--- src/rtl/bsr_pkg.sv ---
`timescale 1ns/1ps
package bsr_pkg;

  localparam int CFG_W = 16;

  typedef enum logic [1:0] {
    ST_IDLE = 2'd0,
    ST_LAT  = 2'd1,
    ST_DATA = 2'd2
  } seq_state_e;

  typedef struct packed {
    logic       async_mode;
    logic [2:0] lat;
    logic       wait_hi;
    logic       hold2;
    logic       wait_early;
    logic       rise_edge;
    logic       no_wrap;
    logic [2:0] len_code;
  } cfg_t;

  function automatic cfg_t cfg_decode(input logic [CFG_W-1:0] w);
    cfg_t c;
    c.async_mode = w[15];
    c.lat        = w[13:11];
    c.wait_hi    = w[10];
    c.hold2      = w[9];
    c.wait_early = w[8];
    c.rise_edge  = w[6];
    c.no_wrap    = w[3];
    c.len_code   = w[2:0];
    return c;
  endfunction

  // 0 means continuous
  function automatic logic [4:0] len_words(input logic [2:0] code);
    case (code)
      3'd2:    return 5'd8;
      3'd3:    return 5'd16;
      3'd7:    return 5'd0;
      default: return 5'd4;
    endcase
  endfunction

endpackage

--- src/rtl/bsr_cfg_reg.sv ---
`timescale 1ns/1ps
module bsr_cfg_reg
  import bsr_pkg::*;
#(
  parameter logic [CFG_W-1:0] CFG_RST = 16'h8000
) (
  input  logic             clk_i,
  input  logic             rst_ni,
  input  logic             we_i,
  input  logic [CFG_W-1:0] wdata_i,
  output cfg_t             cfg_o
);

  logic [CFG_W-1:0] cfg_q, cfg_d;
  logic             cfg_unused;

  always_comb begin
    cfg_d = we_i ? wdata_i : cfg_q;
  end

  always_ff @(posedge clk_i or negedge rst_ni) begin
    if (!rst_ni) begin
      cfg_q <= CFG_RST;
    end else if (we_i) begin
      cfg_q <= cfg_d;
    end
  end

  assign cfg_o      = cfg_decode(cfg_q);
  assign cfg_unused = ^{cfg_q[14], cfg_q[7], cfg_q[5:4]};

endmodule

--- src/rtl/bsr_ctrl.sv ---
`timescale 1ns/1ps
module bsr_ctrl
  import bsr_pkg::*;
#(
  parameter int AW = 24
) (
  input  logic          clk_i,
  input  logic          rst_ni,
  input  logic          sel_i,
  input  logic          adv_i,
  input  logic [AW-1:0] start_addr_i,
  input  cfg_t          cfg_i,
  output logic          valid_o,
  output logic          wait_act_o,
  output logic [AW-1:0] addr_o,
  output logic [AW-1:0] addr_nxt_o
);

  localparam int LW = 3;
  localparam int WW = 4;

  seq_state_e    st_q, st_d;
  logic [LW-1:0] cnt_q, cnt_d;
  logic [AW-1:0] addr_q, addr_d;
  logic [WW-1:0] wcnt_q, wcnt_d;
  logic          hold_q, hold_d;

  logic [4:0]    nwords;
  logic          finite;
  logic [AW-1:0] win_mask, addr_inc, addr_step;
  logic [LW-1:0] lat_eff;
  logic          upd_en;

  always_comb begin
    nwords   = len_words(cfg_i.len_code);
    finite   = (nwords != 5'd0);
    win_mask = AW'(nwords) - AW'(1);
    addr_inc = addr_q + AW'(1);
    if (finite && !cfg_i.no_wrap) begin
      addr_step = (addr_q & ~win_mask) | (addr_inc & win_mask);
    end else begin
      addr_step = addr_inc;
    end
    lat_eff = (cfg_i.lat < LW'(2)) ? LW'(2) : cfg_i.lat;
  end

  always_comb begin
    st_d   = st_q;
    cnt_d  = cnt_q;
    addr_d = addr_q;
    wcnt_d = wcnt_q;
    hold_d = hold_q;
    if (!sel_i) begin
      st_d = ST_IDLE;
    end else if (adv_i && !cfg_i.async_mode) begin
      st_d   = ST_LAT;
      cnt_d  = lat_eff;
      addr_d = start_addr_i;
      wcnt_d = '0;
      hold_d = 1'b0;
    end else begin
      case (st_q)
        ST_LAT: begin
          if (cnt_q == LW'(1)) st_d = ST_DATA;
          else                 cnt_d = cnt_q - LW'(1);
        end
        ST_DATA: begin
          if (cfg_i.hold2 && !hold_q) begin
            hold_d = 1'b1;
          end else begin
            hold_d = 1'b0;
            if (finite && (5'(wcnt_q) == nwords - 5'd1)) begin
              st_d = ST_IDLE;
            end else begin
              wcnt_d = wcnt_q + WW'(1);
              addr_d = addr_step;
            end
          end
        end
        default: ;
      endcase
    end
  end

  assign upd_en = sel_i;

  always_ff @(posedge clk_i or negedge rst_ni) begin
    if (!rst_ni) begin
      st_q   <= ST_IDLE;
      cnt_q  <= '0;
      addr_q <= '0;
      wcnt_q <= '0;
      hold_q <= 1'b0;
    end else begin
      st_q <= st_d;
      if (upd_en) begin
        cnt_q  <= cnt_d;
        addr_q <= addr_d;
        wcnt_q <= wcnt_d;
        hold_q <= hold_d;
      end
    end
  end

  assign valid_o    = (st_q == ST_DATA);
  assign wait_act_o = (st_q == ST_LAT) && (!cfg_i.wait_early || (cnt_q != LW'(1)));
  assign addr_o     = addr_q;
  assign addr_nxt_o = addr_d;

  assert_deselect_idle_R11: assert property (@(posedge clk_i) disable iff (!rst_ni)
    !sel_i |=> (st_q == ST_IDLE));

  assert_async_no_start_R9: assert property (@(posedge clk_i) disable iff (!rst_ni)
    (cfg_i.async_mode && st_q == ST_IDLE) |=> (st_q == ST_IDLE));

  assert_latency_first_R4: assert property (@(posedge clk_i) disable iff (!rst_ni)
    $rose(st_q == ST_DATA) |-> ($past(st_q) == ST_LAT));

  assert_wrap_window_R3: assert property (@(posedge clk_i) disable iff (!rst_ni)
    (st_q == ST_DATA && $past(st_q) == ST_DATA && finite && !cfg_i.no_wrap)
      |-> ((addr_q & ~win_mask) == ($past(addr_q) & ~win_mask)));

  assert_hold_stable_R7: assert property (@(posedge clk_i) disable iff (!rst_ni)
    (st_q == ST_DATA && hold_q) |-> $stable(addr_q));

endmodule

--- src/rtl/bsr_array.sv ---
`timescale 1ns/1ps
module bsr_array #(
  parameter int            AW       = 24,
  parameter int            DW       = 16,
  parameter logic [DW-1:0] DATA_KEY = 16'h5A3C
) (
  input  logic          clk_i,
  input  logic          rst_ni,
  input  logic          rd_en_i,
  input  logic [AW-1:0] rd_addr_i,
  output logic [DW-1:0] rd_data_o
);

  logic [DW-1:0] data_q, data_d;

  always_comb begin
    data_d = DW'(rd_addr_i) ^ DATA_KEY;
  end

  always_ff @(posedge clk_i or negedge rst_ni) begin
    if (!rst_ni) begin
      data_q <= '0;
    end else if (rd_en_i) begin
      data_q <= data_d;
    end
  end

  assign rd_data_o = data_q;

endmodule

--- src/rtl/bsr_edge_out.sv ---
`timescale 1ns/1ps
module bsr_edge_out #(
  parameter int           W       = 8,
  parameter logic [W-1:0] RST_VAL = '0
) (
  input  logic         clk_i,
  input  logic         rst_ni,
  input  logic         rise_sel_i,
  input  logic [W-1:0] d_i,
  output logic [W-1:0] q_o
);

  logic [W-1:0] neg_q;

  always_ff @(negedge clk_i or negedge rst_ni) begin
    if (!rst_ni) neg_q <= RST_VAL;
    else         neg_q <= d_i;
  end

  assign q_o = rise_sel_i ? d_i : neg_q;

  assert_fall_path_R8: assert property (@(posedge clk_i) disable iff (!rst_ni)
    (!rise_sel_i && $stable(rise_sel_i)) |-> (q_o == d_i));

endmodule

--- src/rtl/burst_read_seq.sv ---
`timescale 1ns/1ps
module burst_read_seq
  import bsr_pkg::*;
#(
  parameter int               AW       = 24,
  parameter int               DW       = 16,
  parameter logic [CFG_W-1:0] CFG_RST  = 16'h8000,
  parameter logic [DW-1:0]    DATA_KEY = 16'h5A3C
) (
  input  logic             clk_i,
  input  logic             rst_ni,
  input  logic             cfg_we_i,
  input  logic [CFG_W-1:0] cfg_wdata_i,
  input  logic             sel_i,
  input  logic             adv_i,
  input  logic [AW-1:0]    addr_i,
  output logic [AW-1:0]    arr_addr_o,
  output logic [DW-1:0]    data_o,
  output logic             valid_o,
  output logic             wait_o
);

  localparam int            OW      = 2 + AW + DW;
  localparam logic [OW-1:0] OUT_RST = {1'b0, ~CFG_RST[10], {AW{1'b0}}, {DW{1'b0}}};

  logic [1:0]    rst_sync_q;
  logic          rst_n;
  cfg_t          cfg;
  logic          valid_c, wait_act;
  logic          wait_lvl;
  logic [AW-1:0] addr_c, addr_nxt;
  logic [DW-1:0] data_c;
  logic [OW-1:0] out_d, out_q;

  always_ff @(posedge clk_i or negedge rst_ni) begin
    if (!rst_ni) rst_sync_q <= 2'b00;
    else         rst_sync_q <= {rst_sync_q[0], 1'b1};
  end
  assign rst_n = rst_sync_q[1];

  bsr_cfg_reg #(.CFG_RST(CFG_RST)) u_cfg (
    .clk_i   (clk_i),
    .rst_ni  (rst_n),
    .we_i    (cfg_we_i),
    .wdata_i (cfg_wdata_i),
    .cfg_o   (cfg)
  );

  bsr_ctrl #(.AW(AW)) u_ctrl (
    .clk_i        (clk_i),
    .rst_ni       (rst_n),
    .sel_i        (sel_i),
    .adv_i        (adv_i),
    .start_addr_i (addr_i),
    .cfg_i        (cfg),
    .valid_o      (valid_c),
    .wait_act_o   (wait_act),
    .addr_o       (addr_c),
    .addr_nxt_o   (addr_nxt)
  );

  bsr_array #(.AW(AW), .DW(DW), .DATA_KEY(DATA_KEY)) u_array (
    .clk_i     (clk_i),
    .rst_ni    (rst_n),
    .rd_en_i   (sel_i),
    .rd_addr_i (addr_nxt),
    .rd_data_o (data_c)
  );

  assign wait_lvl = cfg.wait_hi ? wait_act : ~wait_act;
  assign out_d    = {valid_c, wait_lvl, addr_c, data_c};

  bsr_edge_out #(.W(OW), .RST_VAL(OUT_RST)) u_edge (
    .clk_i      (clk_i),
    .rst_ni     (rst_n),
    .rise_sel_i (cfg.rise_edge),
    .d_i        (out_d),
    .q_o        (out_q)
  );

  assign valid_o    = out_q[OW-1];
  assign wait_o     = out_q[OW-2];
  assign arr_addr_o = out_q[DW +: AW];
  assign data_o     = out_q[DW-1:0];

endmodule

--- config.mk ---
export PLATFORM = sky130hd
export DESIGN_NAME = burst_read_seq
export DESIGN_NICKNAME = d
export VERILOG_FILES = /design/src/rtl/bsr_pkg.sv /design/src/rtl/bsr_cfg_reg.sv /design/src/rtl/bsr_ctrl.sv /design/src/rtl/bsr_array.sv /design/src/rtl/bsr_edge_out.sv /design/src/rtl/burst_read_seq.sv
export SDC_FILE = /design/constraint.sdc
export NUM_CORES = 1
export LEC_CHECK = 0
export CAP_MARGIN = 20
export CORE_MARGIN = 4
export CORE_UTILIZATION = 55
export DETAILED_ROUTE_END_ITERATION = 12
export PLACE_DENSITY = 0.84
export SLEW_MARGIN = 20
export SYNTH_ARGS = -nofsm -noshare
export SYNTH_HDL_FRONTEND = slang
export SYNTH_HIERARCHICAL = 1
export SYNTH_SLANG_ARGS = --single-unit
--- constraint.sdc ---
create_clock -name clk_i -period 4.2 [get_ports clk_i]
set_input_delay 0.42 -clock clk_i [delete_from_list [all_inputs] [get_ports clk_i]]
set_output_delay 0.42 -clock clk_i [all_outputs]
set_load 0.05 [all_outputs]
==> results of run 1 <==
[cell usage in the layout (no fill, tap or decap), types with 5 or more instances in the layout]
master	count
clkbuf_8	9
o21ai_0	14
a31oi_1	6
nor3_1	15
nand2_1	20
nor2_1	25
a211oi_1	18
nand4_1	9
a21oi_1	13
mux2_4	51
nand3_1	17
inv_1	15
and4_1	5
o211ai_1	6
or3_1	12
nand2b_1	9
dfrtn_1	41
buf_4	47
clkdlybuf4s50_1	39
nor4_1	6
dfrtp_1	61
mux2_2	13
and3_1	15
mux2i_1	7
[path summary, 6_finish.rpt]
path,from,endpoint,slack [ns],cells after the start
setup / recovery,u_edge/neg_q[13]$_DFF_NN0_,data_o[13],0.27,2
min in group clk_i,rst_sync_q[0]$_DFF_PN0_,rst_sync_q[1]$_DFF_PN0_,0.37,0
hold / removal,rst_ni,rst_sync_q[1]$_DFF_PN0_,0.20,1
setup reg to reg,u_ctrl/cnt_q[1]$_DFFE_PN0P_,u_edge/neg_q[40]$_DFF_NN1_,0.88,5
max in group asynchronous,rst_sync_q[1]$_DFF_PN0_,u_edge/neg_q[35]$_DFF_NN0_,1.13,1
hold reg to reg,rst_sync_q[0]$_DFF_PN0_,rst_sync_q[1]$_DFF_PN0_,0.37,0
[power groups by stage]
| stage | Combinational, mW | Sequential (mW) | Clock (mW) |
|---|---|---|---|
| 2_1_floorplan | 0.820 | 1.35 | 0.00298 |
| 3_3_place_gp | 1.02 | 1.40 | 0.00298 |
| 3_5_place_dp | 1.05 | 1.42 | 0.00298 |
| 4_1_cts | 1.05 | 1.40 | 0.650 |
| 5_1_grt | 1.11 | 1.43 | 0.698 |
| 6_report | 1.05 | 1.40 | 0.641 |
[registers in the layout, summed over array words and instances (netlist names)]
signal / cells
u_edge/neg_q: 42
u_ctrl/st_q: 2
u_ctrl/hold_q: 1
u_cfg/cfg_q: 12
u_array/rd_data_o: 16
u_ctrl/cnt_q: 3
rst_sync_q: 2
u_ctrl/wcnt_q: 4
u_ctrl/addr_o: 24
[layout make-up]
cell class	instances	area (um^2)	share of cell area (%)
inverters	14	52.6	0.811
flip-flops and latches	106	2660	41.1
clock inverters	8	77.6	1.20
repair buffers	92	807	12.5
clock buffers	9	124	1.91
well taps	133	166	2.57
multi-input cells	324	2590	40.0
[what timing repair did]
item	CTS	global route
hold endpoints to repair	0	0
pin swaps	0	0
gates resized for setup	3	1
endpoints found under the setup margin	3	1
[metal layers]
layer / GRT usage, % / vias up / part of all wire, %
li1: - / 1909 / -
met1: 30.3 / 2083 / 40
met2: 39.3 / 227 / 50
met3: 4.06 / 45 / 7.1
met4: 7.48 / 0 / 2.6
met5: 0 / - / 0
==> impl_metrics.yaml, run 1 <==
status:
  outcome: "finished, final reports clean"
placement:
  gp_congestion: 0.906
  pre_cts_ws_ns: 0.364
  place_inst: 670
  dpl.hpwl_mm: 9.13
  port_buffers: 82
  placed_area_mm2: 0.00628
routing:
  drtIter0Drc: 406
  totalWireLength_mm: 13.2
  via_per_inst: 6.22
  drc: 0
  wire_per_inst_um: 19.2
  drt-pass1-iter-count: 5
  vias: 4264
  ant_nets: 0
sta:
  fin_skew_ns: 0.0366
  setup_violations: 0
  tightest_slew_ns: 0.881
  setup_tns_ns: 0
  slew-limit-headroom_pct: 40.9
  fin_ws_ns: 0.269
  slew_violations: 0
  finalHoldViolCount: 0
  timing.hold.ws_ns: 0.205
  grt_setup_unrepaired: "no"
synth:
  syn-num-nets: 520
  yosys_warnings: 6
  netlist_instances: 471
  syn-cell-area_mm2: 0.00551
  postSynthAreaPerCell_um2: 11.7
layout:
  fin_util_pct: 66.3
  area_delta_synth_final_pct: 17.7
  fin_cells: 686
  antenna-diode-count: 0
  design_area_mm2: 0.00648
  drive_above_1_share_pct: 25.5
  fill_cells: 732
  nets: 597
power:
  finalPower_mw: 3.09
  ir_worst_vdd_mv: 0.236
  intPower_mw: 1.93
  p_clk_share_pct: 20.7
  total_leakage_power_nw: 2.88
  power.density_mw_per_mm2: 477
  p_switching_mw: 1.16
  p_seq_share_pct: 45.3
  combPwrFrac_pct: 34.0
  sw_frac_of_total_pct: 37.5
global_route:
  grt_first_pass_wirelength_mm: 21.4
  grt_overflow: 0
  grt_pass1_vias: 4226
  grt_use_total_pct: 23.1
  grt_max_degree: 59
  antenna_found_initial: 0
critical_path:
  cp.required_ns: 3.78
  path_max_fanout: 1
  path_delay_family: "buffers and inverters"
  critPathKind: "flop to output pin"
  critPathArrivalTime_ns: 3.51
  startpoint_type: "flop"
  crit_slowest_cell: "dlygate4sd2_1"
  endpoint_kind: "output pin"
  path_cells: "mux2_4, dlygate4sd2_1"
  crit_buf_inv: 1
  cpPeakStageDelay_ns: 0.52
floorplanning:
  io_pins: 87
  initial_core_util_pct: 56.3
  coreArea_mm2: 0.00977
  die_height_um: 108
  rows: 36
  die_x_um: 108
  die_area_mm2: 0.0117
hold_path:
  worstHoldPathType: "input pin to asynchronous set/reset pin"
cts:
  cts-buffers-inserted: 9
  cts_sinks: 106
  path_clk_slew_ns: 0.10
  cts_buffer_depth: 2
  htree_levels: 3
  clk_latency_ns: 0.40
  hold_buffers: 0
  cts_tree: "yes"
  cts_root_buf: "clkbuf_8"
  cts_setup_buffers: 0
job:
  maxCapViolCount: 0
No activity file was read; power rests on OpenSTA's default activity.
==> run 2, diff against run 1 <==
Settings changed: TNS_END_PERCENT set to 20.
==> results of run 2 <==
The final DEF is identical to that of run 1; final timing and power are the same.
==> run 3, diff against run 2 <==
Settings changed: CELL_PAD_IN_SITES_DETAIL_PLACEMENT set to 1, CELL_PAD_IN_SITES_GLOBAL_PLACEMENT set to 2, CORE_UTILIZATION 55 to 36.
==> run 3 against run 2 <==
Net effect: clock skew grew 0.015 ns; combinational power about the same; critical path depth stayed put; first-iteration DRC count down 60%; power is 8.3% higher; utilization down 21 points; sequential power about the same; flip-flop and latch count unchanged; final cell count increased by 7.4%.
==> impl_metrics.yaml, run 3 (synthesized netlist as in run 1, its figures left out) <==
sta:
  fin_ws_ns: 0.452
  setup_violations: 0
  slew_violations: 0
  finalHoldViolCount: 0
  setup_tns_ns: 0
  slew-limit-headroom_pct: 43.9
  fin_skew_ns: 0.0520
  grt_setup_unrepaired: "no"
  tightest_slew_ns: 0.838
cts:
  path_clk_slew_ns: 0.07
  hold_buffers: 0
  cts_sinks: 106
  cts-buffers-inserted: 9
  htree_levels: 3
  cts_root_buf: "clkbuf_16"
  cts_buffer_depth: 2
  clk_latency_ns: 0.40
  cts_tree: "yes"
  cts_setup_buffers: 0
  ctsResizeCount: 0
routing:
  vias: 4123
  via_per_inst: 5.59
  drtIter0Drc: 163
  totalWireLength_mm: 14.6
  drt-pass1-iter-count: 4
  wire_per_inst_um: 19.9
  ant_nets: 0
  drc: 0
layout:
  layout_commonest_cell: "dfrtp_1"
  drive_above_1_share_pct: 26.2
  largest_reg_flops: 42
  fin_cells: 737
  nets: 597
  design_area_mm2: 0.00667
  fill_cells: 1608
  antenna-diode-count: 0
  layout_common_cells: "dfrtp_1 (61), mux2_4 (51), buf_4 (50)"
  largest-register: "u_edge/neg_q"
  area_delta_synth_final_pct: 21.0
hold_path:
  worstHoldPathType: "input pin to asynchronous set/reset pin"
placement:
  placed_area_mm2: 0.00635
  gp_congestion: 0.790
  port_buffers: 82
  pre_cts_ws_ns: 0.849
  place_inst: 721
  dpl.hpwl_mm: 10.4
floorplanning:
  die_area_mm2: 0.0173
  rows: 44
  coreArea_mm2: 0.0148
  io_pins: 87
  die_height_um: 132
  initial_core_util_pct: 37.3
  die_x_um: 132
global_route:
  grt_use_total_pct: 17.3
  grt_first_pass_wirelength_mm: 24.4
  grt_overflow: 0
  grt_pass1_vias: 4527
  antenna_found_initial: 0
  grt_max_degree: 38
power:
  ir_worst_vdd_mv: 0.199
  power.density_mw_per_mm2: 502
  total_leakage_power_nw: 2.93
  finalPower_mw: 3.35
critical_path:
  critPathArrivalTime_ns: 3.33
  cp.required_ns: 3.78
  endpoint_kind: "output pin"
  critPathKind: "flop to output pin"
  reg2reg_slack_ns: 0.88
  path_max_fanout: 1
  startpoint_type: "flop"
status:
  outcome: "finished, final reports clean"
job:
  maxCapViolCount: 0
run 3: cell types whose count changed in the layout (fill, tap and decap cells not counted), sizes merged:
cell / delta
buf: +4
bufinv: -1
clkbuf: +3
clkinvlp: -1
dlygate4sd2: -3
dlymetal6s2s: -1
inv: -1
run 3: worst max-delay path, stage by stage (launching register included):
cell and delay [ns]:
dfstp_2 0.50, mux2_2 0.14, buf_4 0.19
run 3: per-layer routing:
layer,track usage [%],vias to the layer above,wire [um]
met4,6.88,0,260
met5,0,-,0
met3,2.75,16,470
met1,22.0,2112,6470
li1,-,1913,-
met2,29.5,82,7440
run 3: power breakdown:
group,internal [mW],total (mW),switching [mW]
Clock,0.495,0.886,0.391
Combinational,0.444,1.06,0.619
Sequential,1.21,1.40,0.188
run 3: path summary, 6_finish.rpt:
| path | endpoint | startpoint | cells after the start |
|---|---|---|---|
| worst min register to register | u_array/rd_data_o[0]$_DFFE_PN0P_ | rst_sync_q[1]$_DFF_PN0_ | 0 |
| min in group clk_i | rst_sync_q[1]$_DFF_PN0_ | rst_sync_q[0]$_DFF_PN0_ | 0 |
| worst min-delay path | rst_sync_q[0]$_DFF_PN0_ | rst_ni | 1 |
| worst max-delay path | wait_o | u_edge/neg_q[40]$_DFF_NN1_ | 2 |
| max in group asynchronous | u_edge/neg_q[40]$_DFF_NN1_ | rst_sync_q[1]$_DFF_PN0_ | 1 |
| worst max register to register | u_edge/neg_q[40]$_DFF_NN1_ | u_ctrl/cnt_q[1]$_DFFE_PN0P_ | 5 |
run 3: final cells by class:
cell class,instances,area [um^2],area share (%)
inverters,14,52.6,0.788
well taps,184,230,3.45
flip-flops and latches,106,2660,39.9
clock inverters,5,31.3,0.469
clock buffers,12,289,4.34
repair buffers,92,811,12.2
multi-input cells,324,2590,38.9
run 3: per-stage QoR:
stage,util (%),hold slack [ns]
floorplan,-,0.124
finish,45.2,0.231
global placement,43.0,0.304
CTS,45.2,0.220
detailed placement,43.0,0.318
global route,45.2,0.221
